## config.mk

```make
export PLATFORM = sky130hd
export DESIGN_NAME = sdram_col_seq
export DESIGN_NICKNAME = d
export VERILOG_FILES = /design/src/rtl/sdcol_pkg.sv /design/src/rtl/sdcol_cfg_latch.sv /design/src/rtl/sdcol_beat_ctr.sv /design/src/rtl/sdcol_addr_map.sv /design/src/rtl/sdram_col_seq.sv
export SDC_FILE = /design/constraint.sdc
export NUM_CORES = 1
export LEC_CHECK = 0
export BUFFER_PORTS_ARGS = -buffer_cell sky130_fd_sc_hd__clkbuf_2
export CORE_MARGIN = 2
export CORE_UTILIZATION = 44
export CTS_CLUSTER_DIAMETER = 100
export DETAILED_ROUTE_END_ITERATION = 10
export PLACE_DENSITY = 0.76
export SYNTH_ARGS = -nofsm -noshare
export SYNTH_HDL_FRONTEND = slang
export SYNTH_SLANG_ARGS = --single-unit
```

## constraint.sdc

```tcl
create_clock -name clk -period 1.7 [get_ports clk]
set_input_delay 0.085 -clock clk [delete_from_list [all_inputs] [get_ports clk]]
set_output_delay 0.085 -clock clk [all_outputs]
set_load 0.01 [all_outputs]
```

## src/rtl/sdcol_pkg.sv

```systemverilog
package sdcol_pkg;

    typedef enum logic [2:0] {
        LEN_ONE  = 3'd0,
        LEN_TWO  = 3'd1,
        LEN_FOUR = 3'd2,
        LEN_EGHT = 3'd3,
        LEN_PAGE = 3'd7
    } len_code_e;

    typedef struct packed {
        logic page;
        logic ilv;
        logic one;
    } burst_mode_t;

    function automatic int unsigned block_mask(logic [2:0] code, int unsigned colw);
        case (code)
            LEN_TWO:  return 32'd1;
            LEN_FOUR: return 32'd3;
            LEN_EGHT: return 32'd7;
            LEN_PAGE: return (32'd1 << colw) - 32'd1;
            default:  return 32'd0;
        endcase
    endfunction

endpackage

```

## src/rtl/sdcol_cfg_latch.sv

```systemverilog
module sdcol_cfg_latch
    import sdcol_pkg::*;
#(
    parameter int unsigned COL_W = 8
) (
    input  logic             clk,
    input  logic             rst,
    input  logic             load,
    input  logic [COL_W-1:0] col_in,
    input  logic [2:0]       code_in,
    input  logic             ilv_in,
    input  logic             wr_in,
    input  logic             ws_in,
    output logic [COL_W-1:0] col_q,
    output logic [COL_W-1:0] mask_q,
    output logic [COL_W-1:0] len_m1_q,
    output burst_mode_t      mode_q
);
    logic [COL_W-1:0] mask_d;
    burst_mode_t      mode_d;

    always_comb begin
        mask_d      = COL_W'(block_mask(code_in, COL_W));
        mode_d.one  = wr_in && ws_in;
        mode_d.page = (code_in == LEN_PAGE) && !mode_d.one;
        mode_d.ilv  = ilv_in && !mode_d.page;
    end

    always_ff @(posedge clk) begin
        if (rst) begin
            col_q    <= '0;
            mask_q   <= '0;
            len_m1_q <= '0;
            mode_q   <= '0;
        end else if (load) begin
            col_q    <= col_in;
            mask_q   <= mask_d;
            len_m1_q <= mode_d.one ? '0 : mask_d;
            mode_q   <= mode_d;
        end
    end
endmodule

```

## src/rtl/sdcol_beat_ctr.sv

```systemverilog
module sdcol_beat_ctr #(
    parameter int unsigned COL_W = 8
) (
    input  logic             clk,
    input  logic             rst,
    input  logic             load,
    input  logic             stop,
    input  logic             page,
    input  logic [COL_W-1:0] len_m1,
    output logic             active,
    output logic [COL_W-1:0] cnt,
    output logic             final_beat
);
    assign final_beat = active && !page && (cnt == len_m1);

    always_ff @(posedge clk) begin
        if (rst) begin
            active <= 1'b0;
            cnt    <= '0;
        end else if (load) begin
            active <= 1'b1;
            cnt    <= '0;
        end else if (active) begin
            if (stop || final_beat) active <= 1'b0;
            cnt <= cnt + COL_W'(1);
        end
    end
endmodule

```

## src/rtl/sdcol_addr_map.sv

```systemverilog
module sdcol_addr_map #(
    parameter int unsigned COL_W = 8
) (
    input  logic [COL_W-1:0] base_col,
    input  logic [COL_W-1:0] mask,
    input  logic [COL_W-1:0] cnt,
    input  logic             ilv,
    output logic [COL_W-1:0] col
);
    logic [COL_W-1:0] off;

    always_comb begin
        off = ilv ? (base_col ^ cnt) : (base_col + cnt);
        col = (base_col & ~mask) | (off & mask);
    end
endmodule

```

## src/rtl/sdram_col_seq.sv

```systemverilog
module sdram_col_seq
    import sdcol_pkg::*;
#(
    parameter int unsigned COL_W = 8
) (
    input  logic             clk,
    input  logic             rst,
    input  logic             start_i,
    input  logic [COL_W-1:0] start_col_i,
    input  logic             is_write_i,
    input  logic [2:0]       bl_sel_i,
    input  logic             interleave_i,
    input  logic             wr_single_i,
    input  logic             stop_i,
    output logic [COL_W-1:0] col_o,
    output logic             valid_o,
    output logic             last_o
);
    logic [COL_W-1:0] base_q, mask_q, len_m1_q, cnt;
    burst_mode_t      mode_q;
    logic             active, final_beat;

    sdcol_cfg_latch #(.COL_W(COL_W)) cfg_i (
        .clk(clk), .rst(rst), .load(start_i),
        .col_in(start_col_i), .code_in(bl_sel_i), .ilv_in(interleave_i),
        .wr_in(is_write_i), .ws_in(wr_single_i),
        .col_q(base_q), .mask_q(mask_q), .len_m1_q(len_m1_q), .mode_q(mode_q)
    );

    sdcol_beat_ctr #(.COL_W(COL_W)) ctr_i (
        .clk(clk), .rst(rst), .load(start_i), .stop(stop_i),
        .page(mode_q.page), .len_m1(len_m1_q),
        .active(active), .cnt(cnt), .final_beat(final_beat)
    );

    sdcol_addr_map #(.COL_W(COL_W)) map_i (
        .base_col(base_q), .mask(mask_q), .cnt(cnt), .ilv(mode_q.ilv), .col(col_o)
    );

    assign valid_o = active;
    assign last_o  = final_beat;

    // a last marker only ever accompanies a beat
    a_r7_last_has_beat: assert property (@(posedge clk) disable iff (rst)
        last_o |-> valid_o);

    a_r2_first_beat: assert property (@(posedge clk) disable iff (rst)
        start_i |=> (valid_o && col_o == $past(start_col_i)));

    a_r7_ends_after_last: assert property (@(posedge clk) disable iff (rst)
        (last_o && !start_i) |=> !valid_o);

    a_r9_stop_ends: assert property (@(posedge clk) disable iff (rst)
        (valid_o && stop_i && !start_i) |=> !valid_o);

    a_r8_single_write: assert property (@(posedge clk) disable iff (rst)
        (start_i && is_write_i && wr_single_i) |=> last_o);

    a_r4_seq_step: assert property (@(posedge clk) disable iff (rst)
        (valid_o && !last_o && !start_i && !stop_i && !mode_q.ilv)
        |=> (((col_o - $past(col_o)) & mask_q) == COL_W'(1)));

    a_r5_stay_in_block: assert property (@(posedge clk) disable iff (rst)
        (valid_o && !last_o && !start_i && !stop_i)
        |=> (((col_o ^ $past(col_o)) & ~mask_q) == '0));
endmodule

```

* After elaboration in Yosys (flattened, before gate mapping)
Index checks and enable logic that the tools add are counted.
Storage, ports and cells: bits in registers 35, output and inout bits 10, word-level logic and storage cells 35
Operators by class: add/subtract/negate cells 2, equality and inequality tests 5, multiplexer cells 6, bitwise gates (word level) 5, reduce and logical (&&, ||, !) cells 10
Operators with widths (number):
- $pmux 8 s4 | 1
- $and 8x8->8 | 2
- $mux 8 | 2
- $add 8x1->8 const B | 1
- $add 8x8->8 | 1
- $eq 8x8->1 | 1
- $not 8->8 | 1
- $or 8x8->8 | 1
- $xor 8x8->8 | 1
- $eq 3x2->1 const B | 2
- $logic_and 1x1->1 | 5
- $eq 3x1->1 const B | 1
- $eq 3x3->1 const B | 1
- $logic_not 1->1 | 3
- $mux 1 | 3
- $reduce_or 2->1 | 1
- $logic_or 1x1->1 | 1

* Logic depth before layout (Yosys ltp)
depth after elaboration 7, mapped depth 8

* Cells and area by module
Synthesis repeated with hierarchy kept, for this count alone.
Second synthesis, totals: cell total of the unflattened synthesis 202, area, all modules 1694.1 µm²
By module, submodules not included:
- sdcol_cfg_latch | times used 1, cells an instance 81, area each 769.5 µm², seq. area each 360.3 µm²
- sdcol_beat_ctr | times used 1, cells an instance 60, area each 504.2 µm², seq. area each 180.2 µm²
- sdcol_addr_map | times used 1, cells an instance 61, area each 420.4 µm², seq. area each 0.0 µm²

* Worst setup path before layout
Ideal clock, no wire load.
path type reg-to-output, start reg ctr_i.cnt[0], end out col_o[4], arrival time 1.666 ns, required time 1.615 ns, setup slack -0.051 ns, stages on the path, launching flop included 9, cells stage by stage dfxtp_1 -> ha_1 -> inv_1 -> fa_1 -> nor2b_1 -> o21ai_1 -> a21oi_1 -> xnor2_1 -> a21oi_1
Between the ends: longest elaborated chain between the ends 4
RTL lines:
- start, declared | RTL line sdcol_beat_ctr.sv:11 | output logic [COL_W-1:0] cnt,
- start signal, assigned | RTL line sdcol_beat_ctr.sv:25 | cnt <= cnt + COL_W'(1);
- $add 8x8->8 | RTL line sdcol_addr_map.sv:13 | off = ilv ? (base_col ^ cnt) : (base_col + cnt);
- $mux 8 | RTL line sdcol_addr_map.sv:13
- $and 8x8->8 | RTL line sdcol_addr_map.sv:14 | col = (base_col & ~mask) | (off & mask);
- $or 8x8->8 | RTL line sdcol_addr_map.sv:14
- end, declared | RTL line sdram_col_seq.sv:15 | output logic [COL_W-1:0] col_o,
Every way passes these cells.

* Worst setup path after layout
start reg cfg_i.col_q[0], end out col_o[4]
Between the ends: longest elaborated chain between the ends 4
RTL lines:
- start, declared | RTL line sdcol_cfg_latch.sv:14 | output logic [COL_W-1:0] col_q,
- start signal, assigned | RTL line sdcol_cfg_latch.sv:36 | col_q <= col_in;
- $add 8x8->8 | RTL line sdcol_addr_map.sv:13
- $mux 8 | RTL line sdcol_addr_map.sv:13
- $and 8x8->8 | RTL line sdcol_addr_map.sv:14
- $or 8x8->8 | RTL line sdcol_addr_map.sv:14
Every way passes these cells.

==> metrics <==
worst reg-to-reg path cell count 5; first-pass GRT wire length around 5.6 mm; Post-Synth Adder-Cell Area 8.81%; WP data required 1.62 ns; design area slightly above 2000 um2; Initial Util between 40% and 50%; vias in the first global route 1286; CP most frequent cell a21oi_2; FF-to-FF Start ctr_i.cnt[2]; clock sink total 26; Comb power frac 19.3%; largest net degree at the start of global routing 18; # IOs 28; core footprint roughly 3300 um2; R2R setup slack between 0.2 and 0.3 ns; Worst Clk Skew approximately 0.0063 ns; syn_nets 197; fraction of the mapped netlist area in simple logic gates a little over a fifth; H-tree depth 1; Slew Limit Fails 0; Post-DRT Antenna Nets 0; CTS tree built; Compound-Gate Fraction of Synth Area 12.3%; number of max-cap violations 0; mux contribution to synthesized area 9.91%; min Tclk post-route 2.06 ns; GR Overflow Total 0; pwr dens between 500 and 600 nW/um2; Met3 Wirelength approximately 60 um; I/O Buffers 27; vias per cell 5.07; clock root buffer clkbuf_4; Clk Latency, worst-skew pair roughly 0.33 ns; worst-path fanout max 2; uppermost routed layer met4; critical path endpoint col_o[4]; Post-synth ARST share 0%; RePlAce Congestion around 0.89; nets@finish 250; post-DP HPWL roughly 2.5 mm; Peak VDD IR ~0.44 mV; post-synthesis sequential area ratio between 30% and 40%; Mapped Cells 170; Switching Fraction about a quarter; f_max between 400 and 500 MHz; clock-pin slew on the worst setup and hold paths around 0.14 ns; Final period util 121%; GRT Util Overall around 20%; via count between 1k and 1.5k; Hold Path Class primary input to register; largest family of logic cells by synthesized area simple AND/OR/NAND/NOR gates; type of origin of the critical path register; Fillers 276; part of the power in the clock network about a quarter; violated checks negative setup slack; Flop pwr share a little over half; Worst Setup Path Type register to output port; crit-path max cell delay roughly 0.38 ns; Final Routed Wirelength approximately 3.4 mm; most common cell after layout, fill and taps aside nor2_1; final hold violations 0; CTS Buf Count 3; WP data arrival about 2.0 ns; net switching power 0.325 mW; Synth Register Bits 26; Die Area ~3800 um2; WL/cell 12.6 um; RSZ-0062 raised after global routing true; die width around 62 um; FP Rows 21; Leakage between 0.8 and 0.9 nW; Slowest cell on crit path dfxtp_2; placed cell area between 1500 and 2000 um2; XOR/XNOR share of the synthesized area under 10%; Crit. Startpoint cfg_i.col_q[0]; synth warn 0; layout cell share with drive strength beyond 1 39.2%; CP Cell Sequence ha_4 -> inv_2 -> fa_2 -> nor2b_2 -> o21ai_2 -> a21oi_2 -> xnor2_1 -> a21oi_2 -> buf_2; Residual DRC 0; status finished with violations; Post-synth EDFFs 0; Final Core Density between 60% and 70%; met2 routed WL 1.75 mm; Slew HR 66.9%; TritonRoute pass-1 iters 4; P_int ~0.89 mW; CTS max path bufs 2; Inserted Diodes 0; Slew @ Worst Pin 0.496 ns; endpoint class of the critical path output port; DRT iter0 DRCs 50; Post-Route Setup TNS -1.67 ns; Final Setup Violations 7; Post-Syn Area ~1500 um2; most frequent cells in the layout nor2_1, clkbuf_2, buf_4, dfxtp_1; P&R area growth vs syn 40.3%; synth unique cells 42; Avg Cell Area, Syn approximately 8.7 um2; Reg-to-Reg End ctr_i.active; initial antenna violation count 0; top_reg_cell synth dfxtp_1; Die Ht ~62 um; final setup margin -0.361 ns; DRT met1 WL 1.56 mm
-- worst max-delay path: cells and delay by family, from the launching register on --
family,cells,cell delay (ns)
buffers and inverters,2,0.19
AND/OR/NAND/NOR,1,0.14
adder cells (fa/ha/maj),2,0.51
flip-flops,1,0.38
AO/OA/AOI/OAI,3,0.30
XOR/XNOR,1,0.14
-- power by group through the flow --
stage          Sequential (mW)  Clock [mW]  Combinational [mW]
6_report                 0.661       0.321               0.235
5_1_grt                  0.666       0.357               0.262
4_1_cts                  0.661       0.334               0.227
3_5_place_dp             0.671           0               0.202
3_3_place_gp             0.670           0               0.199
2_1_floorplan            0.662           0               0.126
-- sequential cells by signal, summed over array words and instances, names as in the netlist --
signal,count
cfg_i.mode_q,1
cfg_i.mask_q,4
cfg_i.len_m1_q,4
cfg_i.col_q,8
ctr_i.cnt,8
ctr_i.active,1
-- metal layers --
layer | track usage [%] | up-vias
met4 | 5.78 | 0
li1 | - | 701
met2 | 34.5 | 22
met1 | 25.3 | 633
met5 | 0 | -
met3 | 2.48 | 2
-- cells by family after synthesis --
| kind of cell | Yosys count |
|---|---|
| AND/OR/NAND/NOR | 64 |
| flip-flops | 26 |
| XOR/XNOR | 13 |
| buffers and inverters | 14 |
| multiplexers | 14 |
| AO/OA/AOI/OAI | 29 |
| adder cells (fa/ha/maj) | 10 |
-- metrics by stage --
step / total power, mW / instances / hold WS, ns / setup WS [ns]
floorplan: 0.788 / 170 / 0.211 / 0.00297
global placement: 0.869 / 255 / 0.321 / -0.117
detailed placement: 0.873 / 255 / 0.335 / -0.132
CTS: 1.22 / 268 / 0.000638 / -0.414
global route: 1.28 / 268 / 0.0220 / -0.464
finish: 1.22 / 268 / 0.0168 / -0.361
-- how the worst min path moves through the flow --
stage	from	end	slack, ns	cells past startpoint
after floorplan	bl_sel_i[2]	cfg_i.mask_q[6]	0.21	1
after global placement	start_col_i[7]	cfg_i.col_q[7]	0.32	3
after detailed placement	start_col_i[5]	cfg_i.col_q[5]	0.33	3
after CTS	bl_sel_i[2]	cfg_i.mask_q[6]	0.0006	2
after global routing	bl_sel_i[2]	cfg_i.mask_q[6]	0.02	2
final	bl_sel_i[2]	cfg_i.mask_q[6]	0.02	2
-- synthesized netlist by cell type, drive strengths merged (3+ instances only) --
cell type,count,area (um2)
nor3,4,20.0
nand3,3,15.0
mux2i,12,120
inv,6,22.5
xor2,8,70.1
o21ai,6,30.0
nand4,5,31.3
nand2,13,48.8
clkbuf,4,25.0
xnor2,5,43.8
dfxtp,26,521
ha,8,100
buf,4,20.0
a21oi,13,65.1
nor2,24,90.1
-- area by class of cell --
class | instances | area [um2] | share of cell area, %
clock buffer | 4 | 36.3 | 1.75
inverter | 6 | 22.5 | 1.09
multi-input combinational | 130 | 1040 | 50.1
sequential | 26 | 539 | 26.0
tap | 46 | 57.6 | 2.78
timing repair buffer | 56 | 379 | 18.3
-- what timing repair did --
item                       4_1_cts  5_1_grt
pin swaps                       15        8
gates resized for setup         17       19
setup endpoints to repair        8        8
hold buffers                     9        0
hold endpoints to repair         9        0
buffers inserted                 0        1
Power figures use the tool's default switching activity.
